**src/rtl/invsel_pkg.sv**
```systemverilog
// Shared definitions for the invalidation-table selector.
// Assumes NW >= 2 wherever entry_width is used.
package invsel_pkg;

    // Coding used for the table entries.
    typedef enum logic {
        ENC_BIN    = 1'b0,
        ENC_ONEHOT = 1'b1
    } sel_enc_e;

    // Entry width for the chosen coding and number of write ports.
    function automatic int entry_width(sel_enc_e enc, int nw);
        if (enc == ENC_BIN) return (nw > 2) ? $clog2(nw) : 1;
        return nw - 1;
    endfunction

endpackage

```
**src/rtl/invsel_bank.sv**
```systemverilog
// One table bank: DEPTH entries of EW bits, one write port and NP
// synchronous read ports. A read at the address being written in the
// same cycle returns the new entry (forwarding), so a pending update
// is never missed. Assumes waddr and raddr are below DEPTH.
module invsel_bank #(
    parameter int DEPTH = 16,
    parameter int EW    = 2,
    parameter int NP    = 4,
    localparam int AW   = (DEPTH > 1) ? $clog2(DEPTH) : 1
) (
    input  logic             clk,
    input  logic             rst_n,
    input  logic             we,
    input  logic [AW-1:0]    waddr,
    input  logic [EW-1:0]    wdata,
    input  logic [NP*AW-1:0] raddr,
    output logic [NP*EW-1:0] rdata
);

    logic [EW-1:0] mem [DEPTH];

    // Entry storage: cleared by reset, written by the owning port.
    always_ff @(posedge clk) begin
        if (!rst_n) begin
            for (int i = 0; i < DEPTH; i++) mem[i] <= '0;
        end else if (we) begin
            mem[waddr] <= wdata;
        end
    end

    for (genvar p = 0; p < NP; p++) begin : g_rd
        logic [AW-1:0] ra;
        assign ra = raddr[p*AW +: AW];

        // Registered read with forwarding of the entry being committed.
        always_ff @(posedge clk) begin
            if (!rst_n) begin
                rdata[p*EW +: EW] <= '0;
            end else if (we && (waddr == ra)) begin
                rdata[p*EW +: EW] <= wdata;
            end else begin
                rdata[p*EW +: EW] <= mem[ra];
            end
        end
    end

endmodule

```
**src/rtl/invsel_fb.sv**
```systemverilog
// Feedback function of writer K: builds the entry that overrules the
// entries of every other bank at the written address. The slot of K in
// 'peers' carries no information and is not read.
module invsel_fb
    import invsel_pkg::*;
#(
    parameter int       NW  = 3,
    parameter int       K   = 0,
    parameter sel_enc_e ENC = ENC_ONEHOT,
    localparam int      EW  = entry_width(ENC, NW)
) (
    input  logic [NW*EW-1:0] peers,
    output logic [EW-1:0]    new_ent
);

    if (ENC == ENC_BIN) begin : g_bin
        // Own index folded with all other entries by XOR.
        always_comb begin
            new_ent = EW'(K);
            for (int m = 0; m < NW; m++) begin
                if (m != K) new_ent = new_ent ^ peers[m*EW +: EW];
            end
        end
    end else begin : g_oh
        // Per pair: copy the facing bit when K is lower, invert it when higher.
        always_comb begin
            new_ent = '0;
            for (int m = 0; m < NW; m++) begin
                if (m != K) begin
                    if (K < m) new_ent[m - 1] = peers[m*EW + K];
                    else       new_ent[m]     = ~peers[m*EW + K - 1];
                end
            end
        end
    end

endmodule

```
**src/rtl/invsel_out.sv**
```systemverilog
// Output function for one read port: takes the entries of all banks at
// the read address and returns the bank that nobody overrules, both as
// a one-hot hit vector and as an index.
module invsel_out
    import invsel_pkg::*;
#(
    parameter int       NW  = 3,
    parameter sel_enc_e ENC = ENC_ONEHOT,
    localparam int      EW  = entry_width(ENC, NW),
    localparam int      IDW = (NW > 2) ? $clog2(NW) : 1
) (
    input  logic [NW*EW-1:0] ents,
    output logic [NW-1:0]    hit,
    output logic [IDW-1:0]   sel
);

    if (ENC == ENC_BIN) begin : g_bin
        logic [EW-1:0] acc;

        // XOR of all entries is the last writer; hit is its decode.
        always_comb begin
            acc = '0;
            for (int b = 0; b < NW; b++) acc = acc ^ ents[b*EW +: EW];
            sel = acc;
            hit = '0;
            for (int b = 0; b < NW; b++) hit[b] = (acc == EW'(b));
        end
    end else begin : g_oh
        // Bank k wins when every pair it belongs to resolves towards it.
        always_comb begin
            for (int k = 0; k < NW; k++) begin
                hit[k] = 1'b1;
                for (int m = 0; m < NW; m++) begin
                    if (m > k) begin
                        hit[k] = hit[k] & (ents[k*EW + m - 1] == ents[m*EW + k]);
                    end else if (m < k) begin
                        hit[k] = hit[k] & (ents[k*EW + m] != ents[m*EW + k - 1]);
                    end
                end
            end
        end

        // Index of the winning bank.
        always_comb begin
            sel = '0;
            for (int k = 0; k < NW; k++) begin
                if (hit[k]) sel = sel | IDW'(k);
            end
        end
    end

endmodule

```
**src/rtl/invsel_table.sv**
```systemverilog
// Invalidation-table last-writer selector for NW write and NR read ports.
// Each write port owns a bank. A write request in cycle t reads the other
// banks (feedback); in cycle t+1 the new entry is computed and committed.
// Reads see every write requested in an earlier cycle. Assumes no two
// ports write the same address in the same cycle.
module invsel_table
    import invsel_pkg::*;
#(
    parameter int       NW    = 3,
    parameter int       NR    = 2,
    parameter int       DEPTH = 16,
    parameter sel_enc_e ENC   = ENC_ONEHOT,
    localparam int      AW    = (DEPTH > 1) ? $clog2(DEPTH) : 1,
    localparam int      IDW   = (NW > 2) ? $clog2(NW) : 1
) (
    input  logic              clk,
    input  logic              rst_n,
    input  logic [NW-1:0]     wr_en,
    input  logic [NW*AW-1:0]  wr_addr,
    input  logic [NR*AW-1:0]  rd_addr,
    output logic [NR*IDW-1:0] rd_sel
);

    localparam int EW = entry_width(ENC, NW);
    localparam int NP = NW - 1 + NR;

    logic [NW-1:0]     upd_v;
    logic [NW*AW-1:0]  upd_a;
    logic [NP*AW-1:0]  bank_ra [NW];
    logic [NP*EW-1:0]  bank_rd [NW];
    logic [NW*EW-1:0]  fb_vec  [NW];
    logic [NW*EW-1:0]  rd_ents [NR];
    logic [EW-1:0]     new_ent [NW];
    logic [NR*NW-1:0]  rd_hit;

    // Write request pipeline: address held while feedback returns.
    always_ff @(posedge clk) begin
        if (!rst_n) begin
            upd_v <= '0;
            upd_a <= '0;
        end else begin
            upd_v <= wr_en;
            upd_a <= wr_addr;
        end
    end

    // Bank read addresses: feedback ports first, then the read ports.
    always_comb begin
        for (int b = 0; b < NW; b++) begin
            for (int p = 0; p < NW - 1; p++) begin
                bank_ra[b][p*AW +: AW] = wr_addr[((p < b) ? p : p + 1)*AW +: AW];
            end
            for (int r = 0; r < NR; r++) begin
                bank_ra[b][(NW - 1 + r)*AW +: AW] = rd_addr[r*AW +: AW];
            end
        end
    end

    // Gather, for each writer, the other banks' feedback entries.
    always_comb begin
        for (int k = 0; k < NW; k++) begin
            fb_vec[k] = '0;
            for (int m = 0; m < NW; m++) begin
                if (m != k) begin
                    fb_vec[k][m*EW +: EW] = bank_rd[m][((k < m) ? k : k - 1)*EW +: EW];
                end
            end
        end
    end

    // Gather, for each read port, the entries of all banks.
    always_comb begin
        for (int r = 0; r < NR; r++) begin
            for (int b = 0; b < NW; b++) begin
                rd_ents[r][b*EW +: EW] = bank_rd[b][(NW - 1 + r)*EW +: EW];
            end
        end
    end

    for (genvar k = 0; k < NW; k++) begin : g_wr
        invsel_fb #(
            .NW  (NW),
            .K   (k),
            .ENC (ENC)
        ) u_fb (
            .peers   (fb_vec[k]),
            .new_ent (new_ent[k])
        );

        invsel_bank #(
            .DEPTH (DEPTH),
            .EW    (EW),
            .NP    (NP)
        ) u_bank (
            .clk   (clk),
            .rst_n (rst_n),
            .we    (upd_v[k]),
            .waddr (upd_a[k*AW +: AW]),
            .wdata (new_ent[k]),
            .raddr (bank_ra[k]),
            .rdata (bank_rd[k])
        );
    end

    for (genvar r = 0; r < NR; r++) begin : g_rd
        invsel_out #(
            .NW  (NW),
            .ENC (ENC)
        ) u_out (
            .ents (rd_ents[r]),
            .hit  (rd_hit[r*NW +: NW]),
            .sel  (rd_sel[r*IDW +: IDW])
        );
    end

endmodule

```
**config.mk**
```make
export PLATFORM = sky130hd
export DESIGN_NAME = invsel_table
export DESIGN_NICKNAME = d
export VERILOG_FILES = /design/src/rtl/invsel_pkg.sv /design/src/rtl/invsel_bank.sv /design/src/rtl/invsel_fb.sv /design/src/rtl/invsel_out.sv /design/src/rtl/invsel_table.sv
export SDC_FILE = /design/constraint.sdc
export NUM_CORES = 1
export LEC_CHECK = 0
export ABC_AREA = 1
export BUFFER_PORTS_ARGS = -buffer_cell sky130_fd_sc_hd__buf_2
export CAP_MARGIN = 20
export CORE_ASPECT_RATIO = 0.5
export CORE_UTILIZATION = 35
export DETAILED_ROUTE_END_ITERATION = 16
export PLACE_DENSITY_LB_ADDON = 0.15
export SLEW_MARGIN = 15
export SYNTH_ARGS = -nofsm -noshare
export SYNTH_HDL_FRONTEND = slang
export SYNTH_HIERARCHICAL = 1
export SYNTH_SLANG_ARGS = --single-unit
```
**constraint.sdc**
```tcl
create_clock -name clk -period 2 [get_ports clk]
set_clock_uncertainty 0.1 [all_clocks]
set_input_delay 0.2 -clock clk [delete_from_list [all_inputs] [get_ports clk]]
set_output_delay 0.2 -clock clk [all_outputs]
set_load 0.01 [all_outputs]
```
== After elaboration in Yosys (flattened, before gate mapping) ==
Memory sizes are Yosys's and may differ from the RTL's. A register that Yosys moved wholly into a read port is not among the register bits.
Index checks and enable logic that the tools add are counted.
Cells by class
  reductions and logical operators: 15
  muxes and demuxes: 26
  bitwise logic cells: 7
  eq/ne operators: 11
Operators by type and width (count)
  $mux W1: 18
  $eq A4 B4 Y1: 3
  $mux W4: 3
  $mux W2: 5
  $logic_not A1 Y1: 9
  $ne A1 B1 Y1: 6
  $reduce_or A2 Y1: 3
  $and A1 B1 Y1: 4
  $logic_and A1 B1 Y1: 3
  $not A1 Y1: 3
  $eq A1 B1 Y1: 2
Storage, ports and cells
  output and inout port bits: 4
  word-level logic and storage cells: 67
  register bits: 18
  bits in writable memories: 96
  bits of input ports: 25
  memories kept: 3
Memories
  g_wr[0].u_bank.mem: depth 16, width 2, rd ports 4, clocked after memory_dff 3, write ports 16, RTL line invsel_bank.sv:20  | logic [EW-1:0] mem [DEPTH];
  g_wr[1].u_bank.mem: depth 16, width 2, rd ports 4, clocked after memory_dff 3, write ports 16, RTL line invsel_bank.sv:20
  g_wr[2].u_bank.mem: depth 16, width 2, rd ports 4, clocked after memory_dff 3, write ports 16, RTL line invsel_bank.sv:20

== Longest topological paths before layout ==
  word-level depth: 5
  gate-level depth with buffers: 10
  mapped depth without buffers: 9

== Hierarchy ==
The synthesis kept the hierarchy.
Modules (own cells, without submodules)
  invsel_bank at g_wr[1].u_bank ...: cells an instance 515, area an instance 3220.6 sq um, sequential area each 1121.1 sq um, times used 2
  invsel_bank at g_wr[0].u_bank: cells an instance 513, area an instance 3194.3 sq um, sequential area each 1121.1 sq um, times used 1
  invsel_table: cells an instance 47, area an instance 427.9 sq um, sequential area each 300.3 sq um, times used 1
  invsel_out: cells an instance 29, area an instance 116.4 sq um, sequential area each 0.0 sq um, times used 2
  invsel_fb at g_wr[0].u_fb: cells an instance 2, area an instance 15.0 sq um, sequential area each 0.0 sq um, times used 1
  invsel_fb at g_wr[1].u_fb: cells an instance 2, area an instance 11.3 sq um, sequential area each 0.0 sq um, times used 1
  invsel_fb at g_wr[2].u_fb: cells an instance 2, area an instance 7.5 sq um, sequential area each 0.0 sq um, times used 1

== Least setup slack after synthesis ==
OpenSTA, ideal clock, no wires.
  path type: register to register
  start point: reg upd_a[5]
  end point: mem g_wr[1].u_bank.mem[14][0] (enable)
  slack: 608 ps
  buffers on the path: 1
  arrival time: 995 ps
  data required time: 1602 ps
  stages on the path, launching flop included: 6
  library setup time: 298 ps
  period minus slack after synthesis: 1392 ps
  cells stage by stage: dfxtp_1 buf_4 inv_2 nor3_1 nand2_1 nand2_1
RTL lines
  start, declared: RTL line invsel_table.sv:28  | logic [NW*AW-1:0] upd_a;
  start signal, assigned: RTL line invsel_table.sv:43  | upd_a <= wr_addr;
  end, declared: RTL line invsel_bank.sv:20

== Worst setup path in the final report ==
  start point: reg g_wr[2].u_bank.rdata[5], read port of g_wr[2].u_bank.mem
  end point: out rd_sel[0]
Between the ends
  longest elaborated chain between the ends: 4
Ends and longest elaborated chain
  start, declared: RTL line invsel_bank.sv:17  | output logic [NP*EW-1:0] rdata
  $eq A1 B1 Y1: RTL line invsel_out.sv:35  | hit[k] = hit[k] & (ents[k*EW + m - 1] == ents[m*EW + k]);
  $and A1 B1 Y1: RTL line invsel_out.sv:35
  $mux W1: RTL line invsel_out.sv:47  | if (hit[k]) sel = sel | IDW'(k);
  $mux W2: RTL line invsel_out.sv:47
  end, declared: RTL line invsel_table.sv:21  | output logic [NR*IDW-1:0] rd_sel
Every way passes these cells.

==> results by group <==
Run status
  – Status: complete, no violations

Cells and area
  – Ant diodes: 0
  – Share of cells above drive strength 1: 10.1%
  – Area delta synth->final: 10.4%
  – Nets: 1463
  – Register area: 3540 um^2
  – Filler cell count: 2750
  – Layout Cells excl Fill: 1795
  – Multi-input gate area: 4290 um^2

Clocking
  – Clock sink count: 129
  – Cts bufs inserted: 17
  – Clk_lat worst skew: 0.45 ns
  – Post-CTS setup buffer count: 0
  – Post-CTS sizing: 0
  – Htree depth: 4
  – Clock tree from TritonCTS: done
  – Bufs on Longest Clock Path: 2
  – CTS clk-pin slew, worst paths: 0.06 ns
  – Root buf cell: clkbuf_16

Timing
  – Slew Viols, Final: 0
  – Max Freq: 0.582 GHz
  – Worst-Margin Slew: 0.600 ns
  – Worst slew margin: 60.0%
  – Final worst path period share: 85.9%
  – RSZ-0062 raised after global routing: no
  – # setup viols final: 0
  – Sum Neg Setup Slack: 0 ns
  – Crit path time final: 1.72 ns
  – Endpoints failing hold: 0

Drt
  – DRT iter0 DRCs: 1084
  – Routed len/inst: 18.4 um
  – DR vias/cell: 5.13
  – Final ANT Viol Nets: 0
  – # DRC: 0
  – Detailed Route WL: 32900 um
  – Vias: 9202
  – First-pass iteration count of the detailed router: 6

Global route
  – Gr usage total: 25.0%
  – GR Overflow Total: 0
  – First-pass GRT wire length: 50100 um
  – Vias in the first global route: 8421
  – Largest net degree at the start of global routing: 37
  – Initial antenna violation count: 0

Worst setup path
  – Worst R2R End: g_wr[0].u_bank/mem[11][1]
  – Worst Path Required: 1.70 ns
  – Critical Path Fanout Max: 3
  – Worst setup EP type: output port
  – Reg2Reg Depth: 4
  – Worst reg2reg path startpoint: upd_a[0]
  – CP Class: flop to output port
  – Worst Path Arrival: 1.42 ns
  – R2R Setup Slk: 0.28 ns
  – CP Launch Type: flop

Power and ir drop
  – Peak VDD IR: 0.000470 V
  – Leakage Power: 5.17 nW
  – Pwr Density: 742 nW/um^2

Logic synthesis
  – Syn. warnings: 6
  – Syn Inst Count: 1423
  – Syn nets: 1448
  – Syn Std Cell Area: 9250 um^2
  – Syn_area_per_cell: 6.50 um^2

Placed design
  – Gp weighted congestion: 0.998
  – DP HPWL: 24600 um
  – # port buffers: 28
  – Dpl cells: 1756

Floorplanning
  – Placeable Area: 25500 um^2
  – Rows: 41
  – Die footprint: 27100 um^2
  – Die width: 232 um
  – Starting Density: 36.2%
  – Die Y: 117 um
  – Io pins: 29

Min path
  – Hold Path Cell Cnt: 3
  – Hold_sp: wr_addr[6]
  – Worst min path class: input pin to flop
  – Worst hold path endpoint: upd_a[6]

Flow run
  – Number of max-cap violations: 0
cell type report:
cell class,count,area share (%)
Tap cell,344,4.22
Clock inverter,15,1.63
Inverter,226,8.46
Multi-Input combinational cell,993,42.1
Sequential cell,129,34.7
Clock buffer,17,4.17
Timing Repair Buffer,71,4.71
what timing repair did:
item,CTS,global route
endpoints found under the setup margin,0,0
hold buffers,7,0
endpoints found under the hold margin,7,0
worst max-delay path by stage:
stage / depth (start not counted) / from / slack (ns) / end
3_3_place_gp: 6 / rst_n / 0.24 / g_wr[2].u_bank/mem[14][0]
3_5_place_dp: 5 / rst_n / 0.24 / g_wr[2].u_bank/mem[7][1]
4_1_cts: 5 / g_wr[2].u_bank/rdata[5] / 0.25 / rd_sel[1]
5_1_grt: 4 / upd_a[0] / 0.16 / g_wr[0].u_bank/mem[7][1]
2_1_floorplan: 5 / upd_a[5] / 0.61 / g_wr[1].u_bank/mem[14][0]
6_report: 5 / g_wr[2].u_bank/rdata[5] / 0.28 / rd_sel[0]
sequential cells by signal, indices dropped and copies added (netlist names):
register,cells
g_wr.u_bank/mem,96
g_wr.u_bank/rdata,18
upd_a,12
upd_v,3
report_power, final:
part / switching, mW / internal [mW]
sequential: 0.0808 / 2.99
clock: 1.27 / 1.94
combinational: 0.911 / 0.372
total: 2.26 / 5.31
worst max-delay path: stages (launching register included):
cell	delay [ns]
dfxtp_1	0.47
inv_1	0.09
nand2_1	0.06
nand2_1	0.04
nor2_1	0.14
buf_2	0.16
metrics by stage:
step / instance area, um^2 / total power [mW] / util, % / hold WS (ns) / setup slack [ns]
2_1_floorplan: 9250 / 3.99 / - / 0.193 / 0.608
3_3_place_gp: 9540 / 4.37 / 37.3 / 0.291 / 0.241
3_5_place_dp: 9540 / 4.38 / 37.3 / 0.291 / 0.243
4_1_cts: 10200 / 7.62 / 39.9 / 0.00179 / 0.246
5_1_grt: 10200 / 7.90 / 39.9 / 0.0246 / 0.156
6_report: 10200 / 7.57 / 39.9 / 0.0217 / 0.282
placed cells by master (no fill, tap or decap), drive strengths merged:
| cell type | count |
|---|---|
| nor2 | 161 |
| dlygate4sd3 | 7 |
| bufinv | 3 |
| edfxtp | 96 |
| xor2 | 6 |
| nor3 | 12 |
| clkbuf | 17 |
| clkinv | 7 |
| o21ai | 37 |
| inv | 227 |
| xnor2 | 6 |
| nand2 | 489 |
| nand3 | 282 |
| clkinvlp | 4 |
| dfxtp | 33 |
| buf | 64 |
routing by layer:
layer  routed length, um  vias up  track usage, %  share of wire [%]
met1               15100     4311            33.8                 46
met3                2360       54            4.12                7.2
met2               14600      372            40.7                 44
met5                   0        -               0                  0
met4                 827        0            8.86                2.5
li1                    -     4465               -                  -
No activity file was read; power rests on OpenSTA's default activity.
